### src/rtl/mcu_evt_pkg.sv
package mcu_evt_pkg;
  localparam int NUM_CNT = 8;
  localparam int CNT_W   = 32;
  localparam int ADDR_W  = 12;
  localparam int DATA_W  = 32;
  localparam int IDX_W   = $clog2(NUM_CNT);

  localparam logic [ADDR_W-1:0] A_CTRL  = 12'h010;
  localparam logic [ADDR_W-1:0] A_ENAB  = 12'h6C0;
  localparam logic [ADDR_W-1:0] A_MASK  = 12'h6C8;
  localparam logic [ADDR_W-1:0] A_STAT  = 12'h6CC;
  localparam logic [ADDR_W-1:0] A_CLEAR = 12'h6D0;
  localparam int RUN_BIT = 1;

  typedef enum logic [2:0] {
    RD_NONE, RD_CNT, RD_CTRL, RD_ENAB, RD_MASK, RD_STAT
  } rd_kind_e;

  // address of counter k; the two groups are not contiguous
  function automatic logic [ADDR_W-1:0] cnt_offset(input int unsigned k);
    case (k)
      0: return 12'h380;
      1: return 12'h384;
      2: return 12'h388;
      3: return 12'h38C;
      4: return 12'h3C0;
      5: return 12'h3C4;
      6: return 12'h3CC;
      default: return 12'h3D0;
    endcase
  endfunction

  function automatic logic [CNT_W-1:0] cnt_step(input logic [CNT_W-1:0] v);
    return v + {{(CNT_W-1){1'b0}}, 1'b1};
  endfunction

  function automatic logic cnt_at_top(input logic [CNT_W-1:0] v);
    return &v;
  endfunction
endpackage

### src/rtl/mcu_bus_decode.sv
module mcu_bus_decode
  import mcu_evt_pkg::*;
#(
  parameter int N  = NUM_CNT,
  parameter int AW = ADDR_W
) (
  input  logic          clk,
  input  logic          rst_n,
  input  logic          bus_en,
  input  logic          bus_we,
  input  logic [AW-1:0] bus_addr,
  output logic [N-1:0]  cnt_hit,
  output logic [N-1:0]  cnt_wr,
  output logic          ctrl_wr,
  output logic          enab_wr,
  output logic          mask_wr,
  output logic          clear_wr,
  output rd_kind_e      rd_kind
);
  logic wr_go;
  logic any_cnt;

  assign wr_go = bus_en & bus_we;

  for (genvar k = 0; k < N; k++) begin : g_hit
    assign cnt_hit[k] = (bus_addr == cnt_offset(k));
    assign cnt_wr[k]  = wr_go & cnt_hit[k];
  end

  assign any_cnt  = |cnt_hit;
  assign ctrl_wr  = wr_go & (bus_addr == A_CTRL);
  assign enab_wr  = wr_go & (bus_addr == A_ENAB);
  assign mask_wr  = wr_go & (bus_addr == A_MASK);
  assign clear_wr = wr_go & (bus_addr == A_CLEAR);

  always_comb begin
    rd_kind = RD_NONE;
    if (bus_en && !bus_we) begin
      if (any_cnt)                    rd_kind = RD_CNT;
      else if (bus_addr == A_CTRL)    rd_kind = RD_CTRL;
      else if (bus_addr == A_ENAB)    rd_kind = RD_ENAB;
      else if (bus_addr == A_MASK)    rd_kind = RD_MASK;
      else if (bus_addr == A_STAT)    rd_kind = RD_STAT;
    end
  end


  cnt_wr_onehot_chk: assert property (@(posedge clk) disable iff (!rst_n)
    $onehot0(cnt_wr));

  single_target_chk: assert property (@(posedge clk) disable iff (!rst_n)
    $countones({|cnt_wr, ctrl_wr, enab_wr, mask_wr, clear_wr}) <= 1);
endmodule

### src/rtl/mcu_counter_slice.sv
module mcu_counter_slice
  import mcu_evt_pkg::*;
#(
  parameter int W = CNT_W
) (
  input  logic         clk,
  input  logic         rst_n,
  input  logic         inc_req,
  input  logic         load_req,
  input  logic [W-1:0] load_val,
  output logic [W-1:0] cnt_q,
  output logic         wrap_evt
);
  logic inc_go;

  // a bus load has priority over the event increment
  assign inc_go   = inc_req & ~load_req;
  assign wrap_evt = inc_go & cnt_at_top(cnt_q);

  always_ff @(posedge clk or negedge rst_n) begin
    if (!rst_n)        cnt_q <= '0;
    else if (load_req) cnt_q <= load_val;
    else if (inc_go)   cnt_q <= cnt_step(cnt_q);
  end


  load_wins_chk: assert property (@(posedge clk) disable iff (!rst_n)
    load_req |=> cnt_q == $past(load_val));

  wrap_to_zero_chk: assert property (@(posedge clk) disable iff (!rst_n)
    wrap_evt |=> cnt_q == '0);

  idle_hold_chk: assert property (@(posedge clk) disable iff (!rst_n)
    (!inc_req && !load_req) |=> $stable(cnt_q));
endmodule

### src/rtl/mcu_irq_ctrl.sv
module mcu_irq_ctrl #(
  parameter int N = 8
) (
  input  logic         clk,
  input  logic         rst_n,
  input  logic [N-1:0] wrap_evt,
  input  logic         mask_wr,
  input  logic         clear_wr,
  input  logic [N-1:0] wbits,
  output logic [N-1:0] status_q,
  output logic [N-1:0] mask_q,
  output logic         irq_out
);
  logic [N-1:0] clr_bits;
  logic [N-1:0] live;

  assign clr_bits = clear_wr ? wbits : '0;

  always_ff @(posedge clk or negedge rst_n) begin
    if (!rst_n) begin
      status_q <= '0;
      mask_q   <= '1;
    end else begin
      // overflow is ORed after the clear so it wins a collision
      status_q <= (status_q & ~clr_bits) | wrap_evt;
      if (mask_wr) mask_q <= wbits;
    end
  end

  assign live    = status_q & ~mask_q;
  assign irq_out = |live;


  wrap_sets_flag_chk: assert property (@(posedge clk) disable iff (!rst_n)
    |wrap_evt |=> (status_q & $past(wrap_evt)) == $past(wrap_evt));

  flag_sticky_chk: assert property (@(posedge clk) disable iff (!rst_n)
    !clear_wr |=> (status_q & $past(status_q)) == $past(status_q));

  clear_effect_chk: assert property (@(posedge clk) disable iff (!rst_n)
    (clear_wr && wrap_evt == '0) |=> (status_q & $past(wbits)) == '0);

  masked_quiet_chk: assert property (@(posedge clk) disable iff (!rst_n)
    (mask_q == '1) |-> !irq_out);
endmodule

### src/rtl/mcu_evt_counter_unit.sv
module mcu_evt_counter_unit
  import mcu_evt_pkg::*;
#(
  parameter int N  = NUM_CNT,
  parameter int W  = CNT_W,
  parameter int AW = ADDR_W,
  parameter int DW = DATA_W
) (
  input  logic          clk,
  input  logic          rst_n,
  input  logic [N-1:0]  evt_in,
  input  logic          bus_en,
  input  logic          bus_we,
  input  logic [AW-1:0] bus_addr,
  input  logic [DW-1:0] bus_wdata,
  output logic [DW-1:0] bus_rdata,
  output logic          irq_out
);
  logic [N-1:0] cnt_hit, cnt_wr;
  logic         ctrl_wr, enab_wr, mask_wr, clear_wr;
  rd_kind_e     rd_kind;

  logic         run_q;
  logic [N-1:0] enab_q;
  logic [N-1:0] inc_req;
  logic [N-1:0] wrap_evt;
  logic [N-1:0] status_q, mask_q;
  logic [W-1:0] cnt_val [N];

  mcu_bus_decode #(.N(N), .AW(AW)) u_dec (
    .clk(clk), .rst_n(rst_n), .bus_en(bus_en), .bus_we(bus_we),
    .bus_addr(bus_addr), .cnt_hit(cnt_hit), .cnt_wr(cnt_wr),
    .ctrl_wr(ctrl_wr), .enab_wr(enab_wr), .mask_wr(mask_wr),
    .clear_wr(clear_wr), .rd_kind(rd_kind)
  );

  always_ff @(posedge clk or negedge rst_n) begin
    if (!rst_n) begin
      run_q  <= 1'b0;
      enab_q <= '0;
    end else begin
      if (ctrl_wr) run_q  <= bus_wdata[RUN_BIT];
      if (enab_wr) enab_q <= bus_wdata[N-1:0];
    end
  end

  for (genvar k = 0; k < N; k++) begin : g_cnt
    assign inc_req[k] = run_q & enab_q[k] & evt_in[k];
    mcu_counter_slice #(.W(W)) u_slice (
      .clk(clk), .rst_n(rst_n), .inc_req(inc_req[k]),
      .load_req(cnt_wr[k]), .load_val(bus_wdata[W-1:0]),
      .cnt_q(cnt_val[k]), .wrap_evt(wrap_evt[k])
    );
  end

  mcu_irq_ctrl #(.N(N)) u_irq (
    .clk(clk), .rst_n(rst_n), .wrap_evt(wrap_evt), .mask_wr(mask_wr),
    .clear_wr(clear_wr), .wbits(bus_wdata[N-1:0]), .status_q(status_q),
    .mask_q(mask_q), .irq_out(irq_out)
  );

  always_comb begin
    bus_rdata = '0;
    case (rd_kind)
      RD_CNT: begin
        for (int k = 0; k < N; k++)
          if (cnt_hit[k]) bus_rdata[W-1:0] = cnt_val[k];
      end
      RD_CTRL: bus_rdata[RUN_BIT] = run_q;
      RD_ENAB: bus_rdata[N-1:0]   = enab_q;
      RD_MASK: bus_rdata[N-1:0]   = mask_q;
      RD_STAT: bus_rdata[N-1:0]   = status_q;
      default: bus_rdata = '0;
    endcase
  end


  run_gate_chk: assert property (@(posedge clk) disable iff (!rst_n)
    !run_q |-> inc_req == '0);

  enab_gate_chk: assert property (@(posedge clk) disable iff (!rst_n)
    (inc_req & ~enab_q) == '0);

  idle_bus_chk: assert property (@(posedge clk) disable iff (!rst_n)
    !bus_en |-> bus_rdata == '0);
endmodule

### config.mk
export PLATFORM = sky130hd
export DESIGN_NAME = mcu_evt_counter_unit
export DESIGN_NICKNAME = d
export VERILOG_FILES = /design/src/rtl/mcu_evt_pkg.sv /design/src/rtl/mcu_bus_decode.sv /design/src/rtl/mcu_counter_slice.sv /design/src/rtl/mcu_irq_ctrl.sv /design/src/rtl/mcu_evt_counter_unit.sv
export SDC_FILE = /design/constraint.sdc
export NUM_CORES = 1
export LEC_CHECK = 0
export ABC_CLOCK_PERIOD_IN_PS = 3500
export BUFFER_PORTS_ARGS = -buffer_cell sky130_fd_sc_hd__buf_2
export CAP_MARGIN = 20
export CORE_ASPECT_RATIO = 1.4
export CORE_MARGIN = 2
export CORE_UTILIZATION = 35
export DETAILED_ROUTE_END_ITERATION = 10
export GPL_ROUTABILITY_DRIVEN = 0
export PLACE_DENSITY = 0.61
export SYNTH_ARGS = -nofsm -noshare
export SYNTH_HDL_FRONTEND = slang
export SYNTH_SLANG_ARGS = --single-unit
### constraint.sdc
create_clock -name clk -period 3.5 [get_ports clk]
set_input_delay 0.525 -clock clk [delete_from_list [all_inputs] [get_ports clk]]
set_output_delay 0.525 -clock clk [all_outputs]
set_load 0.005 [all_outputs]
Yosys cells after proc, flatten, opt, wreduce, memory -nomap -nowiden
Cells that the tools add are included.

storage, ports and cells
  flip-flop bits (word level) = 281
  input port bits = 56
  output and inout bits = 33
  logic and storage cells = 151

operators by class
  add/sub/neg operators = 8
  equality and inequality tests = 18
  multiplexer cells = 35
  bitwise logic cells = 58
  reductions and logical operators = 20

operator list
  cell                   count
  $mux 32                24
  $add 32x1->32 const B  8
  $reduce_and 32->1      8
  $eq 12x10->1 const B   8
  $eq 12x11->1 const B   4
  $and 1x1->1            45
  $mux 24                1
  $pmux 6 s4             1
  $mux 3                 6
  $and 8x8->8            2
  $not 8->8              2
  $reduce_bool 2->1      8
  $reduce_or 8->1        2
  $eq 12x5->1 const B    1
  $mux 8                 1
  $not 1->1              8
  $or 8x8->8             1
  $eq 3x2->1 const B     2
  $eq 3x3->1 const B     2
  $pmux 1 s5             1
  $pmux 1 s4             1
  $eq 3x1->1 const B     1
  $logic_and 1x1->1      1
  $logic_not 1->1        1

Longest topological paths before layout
  depth in word-level cells = 10
  mapped depth = 9
  depth with buffers taken out = 7

Cells and area by module
Synthesis repeated with hierarchy kept, for this count alone.

unflattened totals
  cells, all modules = 2283
  area total of the unflattened synthesis = 19203.4 um^2

by module, submodules not included
  module                instances  cells an instance  area each (um^2)  seq. area each (um^2)
  mcu_counter_slice     8          226                1934.4            800.8
  mcu_evt_counter_unit  1          363                2713.9            225.2
  mcu_irq_ctrl          1          55                 663.1             410.4
  mcu_bus_decode        1          57                 351.6             0.0

Least setup slack after synthesis
OpenSTA, ideal clock, no wires.

  path type = input to output
  start = input port bus_addr[6]
  end = output port bus_rdata[5]
  arrival = 2.316 ns
  required time = 2.975 ns
  path slack = 0.659 ns
  stages on the path = 8
  buffers on the path = 2
  cells stage by stage = buf_6 > or4b_1 > buf_6 > nor2_8 > o21ai_2 > a21o_1 > or4_1 > o211ai_2

between the ends
  longest elaborated chain between the ends = 10
  elaborated cells on any way between the ends = 32
  those cells by class = 16 x eq/ne; 15 x mux; 1 x reduce/logical

RTL lines
  what                  line                        RTL
  start, declared       mcu_evt_counter_unit.sv:14  input logic [AW-1:0] bus_addr,
  $eq 12x10->1          mcu_bus_decode.sv:26        assign cnt_hit[k] = (bus_addr == cnt_offset(k));
  $mux 32 (8 in a row)  mcu_evt_counter_unit.sv:67  if (cnt_hit[k]) bus_rdata[W-1:0] = cnt_val[k];
  $pmux 6 s4 *          mcu_evt_counter_unit.sv:64  case (rd_kind)
  end, declared         mcu_evt_counter_unit.sv:16  output logic [DW-1:0] bus_rdata,

Every way passes the cells marked *; elsewhere a longest branch is shown, timed or not.

Worst setup path after layout
  start = input port bus_addr[3]
  end = output port bus_rdata[31]

between the ends
  longest elaborated chain between the ends = 10
  elaborated cells on any way between the ends = 29
  those cells by class = 13 x eq/ne; 15 x mux; 1 x reduce/logical

RTL lines
  what                  line
  $eq 12x10->1          mcu_bus_decode.sv:26
  $mux 32 (8 in a row)  mcu_evt_counter_unit.sv:67
  $mux 24 *             mcu_evt_counter_unit.sv:64

Marks and branches as above.

==> out/qor.yml <==
outcome: "completed"
syn-cell-area_um2: 17800
port_buffers: 88
swShare_pct: 24.7
cp_num_buf_inv: 4
cp.required_ns: 2.97
synth_top_area_share_pct: 38.3
skew_ns: 0.0103
root_buffer: "clkbuf_16"
drt_iter0_drc: 1772
setup_viol: 0
hold_viol_final: 0
dr.pass1.iters: 6
hold_path.class: "input pin to flop"
seqPwrFrac_pct: 48.3
drc: 0
synth_cells: 2137
rsz0062_at_grt: "no"
use_met2_pct: 42.0
grtUsageTotal_pct: 23.9
drive_gt1_share_pct: 12.4
avgSynthCellArea_um2: 8.35
ant_nets: 0
grt_max_degree: 70
synth_nets: 2201
post_cts_resize_count: 0
fin_util_pct: 40.0
p_switching_w: 0.00168
path_max_fanout: 21
synth_top_area_cell: "dfrtp_1"
nNetsFinal: 2256
setup_tns_ns: 0
p_leak_nw: 8.54
ys_ff_latch: 281
path_delay_family: "simple AND/OR/NAND/NOR gates"
overflow: 0
vdd_ir_drop_max_mv: 0.431
antenna_found_initial: 2
areaGrowthSynthToFinish_pct: 12.7
cp_slowest_stage_delay_ns: 0.36
vias: 16300
hpwl_um: 47400
clockBufferDepth: 3
met1_usage_pct: 28.2
synth-edff-count: 0
slowest_stage: "a21oi_1"
grt.busiest_layer: "met2"
viasPerCell: 5.71
grt_pass1_vias: 16500
dieHeight_um: 271
arrival_ns: 2.87
clkPwrFrac_pct: 46.6
min_period_ns: 3.39
insertion_delay_ns: 0.58
core_area_um2: 50200
powerDensity_nw_per_um2: 338
totalWireLength_um: 63700
path_clk_slew_ns: 0.06
p_comb_share_pct: 5.2
grt_pass1_wl_um: 97800
cp-end-kind: "output pin"
num_io_pins: 89
die_area_um2: 52800
numClockSinks: 281
synth_area_leaders: "dfrtp_1 (38%), xor2_1 (7.3%), a21oi_1 (6.6%)"
fmax_mhz: 295
cts_tree: "built"
die_x_um: 195
synth_seq_area_share_pct: 39.5
synth.distinct_cells: 72
relSlewSlack_pct: 40.4
final_max_slew_viol_count: 0
yosys_warnings: 0
worst_pin_slew_ns: 0.888
critPathLaunchType: "input pin"
start_util_pct: 35.5
power.internal_w: 0.00511
crit_type: "input pin to output pin"
routedWlPerCell_um: 22.3
async_flop_share_pct: 100
ys.flop_type: "dfrtp_1"
max_cap_viol_count: 0
cts_setup_buffers: 0
rows: 97
use_met3_pct: 2.55
path_cells: "buf_2, nor4_4, buf_4, nand4_1, nor2_1, buf_4, nand2_1, a21oi_1, buf_2"
cts_htree_levels: 1
period_share_pct: 96.9
numCtsBuffers: 29
per-layer routing:
metal	vias to the layer above	wire, um
met3	191	3610
met2	624	31400
met1	7924	24300
li1	7565	-
met4	2	4300
met5	-	7
worst reg2reg max path: stages (launching register included):
cell,delay (ns)
dfrtp_1,0.58
and3_1,0.39
nand4_1,0.28
nor3_2,0.74
or3b_1,0.43
xor2_1,0.14
a21oi_1,0.08
Yosys cell counts (21+ instances only):
| master | instances |
|---|---|
| and4_1 | 24 |
| nor3_1 | 38 |
| dfrtp_1 | 273 |
| clkbuf_1 | 92 |
| nand3_1 | 77 |
| xnor2_1 | 97 |
| xor2_1 | 149 |
| nand4_1 | 80 |
| a21oi_1 | 237 |
| a22oi_1 | 29 |
| mux2i_1 | 55 |
| nor2_1 | 312 |
| nand2_1 | 251 |
| and3_1 | 47 |
| buf_2 | 35 |
| a221o_1 | 21 |
| o21ai_0 | 88 |
| inv_1 | 28 |
| mux2_2 | 21 |
sequential cells by signal (all words and copies together) (netlist names):
signal / count
u_irq.mask_q: 8
g_cnt.u_slice.cnt_q: 256
u_irq.status_q: 8
run_q: 1
enab_q: 8
per-stage QoR:
step / hold slack (ns) / power (W) / instances / setup WS (ns) / area (um^2)
4_1_cts: 0.281 / 0.00683 / 2856 / 0.172 / 20100
3_3_place_gp: 0.468 / 0.00368 / 2803 / 0.200 / 19100
5_1_grt: 0.308 / 0.00698 / 2857 / 0.0370 / 20100
2_1_floorplan: 0.229 / 0.00348 / 2137 / 0.659 / 17800
6_report: 0.300 / 0.00679 / 2857 / 0.108 / 20100
3_5_place_dp: 0.491 / 0.00368 / 2803 / 0.173 / 19100
power by group through the flow:
stage               logic, W  clock network [W]  registers (W)
floorplan           0.000146                  0        0.00333
global placement    0.000342                  0        0.00334
detailed placement  0.000346                  0        0.00334
CTS                 0.000348            0.00321        0.00328
global route        0.000374            0.00333        0.00328
finish              0.000350            0.00316        0.00328
final cells by class:
class,count,area [um^2]
diodes,1,2.50
clock buffers,43,898
clock inverters,9,48.8
fillers,5110,30100
inverters,28,105
multi-input cells,1685,10100
flip-flops and latches,281,7040
well taps,643,805
repair buffers,167,1110
cell families (layout without fill, tap and decap cells):
logic type      after synthesis  count (layout)  share of synthesized area [%]
compound gates              443             443                           14.4
xor+xnor                    246             246                           12.1
fa+ha+maj                     8               8                          0.561
buf+inv                     171             247                           4.11
simple gates                907             907                           24.3
flops                       281             281                           39.5
other cells                   0               1                              0
mux                          81              81                           5.04
timing repair:
action / in CTS / in global routing
hold buffers: 1 / 0
endpoints found under the setup margin: 0 / 0
hold endpoints to repair: 59 / 0
placed cells by master, fill, tap and decap left out, drive strengths merged, types with 41 or more instances in the layout:
cell type / synthesis / final
clkbuf: 100 / 43
and3: 47 / 47
nand2: 251 / 251
mux2i: 55 / 55
a21oi: 237 / 237
xor2: 149 / 149
nor3: 41 / 41
buf: 43 / 166
nand4: 81 / 81
o21ai: 96 / 96
nand3: 77 / 77
dfrtp: 273 / 273
nor2: 313 / 313
xnor2: 97 / 97
final timing paths:
path	depth (start not counted)	slack (ns)	start	to
worst min register to register	1	0.50	u_irq.status_q[2]$_DFF_PN0_	u_irq.status_q[2]$_DFF_PN0_
worst max register to register	6	0.70	run_q$_DFFE_PN0P_	g_cnt[5].u_slice.cnt_q[29]$_DFFE_PN0P_
worst min-delay path	3	0.30	bus_wdata[27]	g_cnt[4].u_slice.cnt_q[27]$_DFFE_PN0P_
max in group asynchronous	3	2.07	rst_n	g_cnt[0].u_slice.cnt_q[24]$_DFFE_PN0P_
min in group asynchronous	2	0.49	rst_n	g_cnt[3].u_slice.cnt_q[0]$_DFFE_PN0P_
worst max-delay path	9	0.11	bus_addr[3]	bus_rdata[31]
No activity file was read; power rests on OpenSTA's default activity.
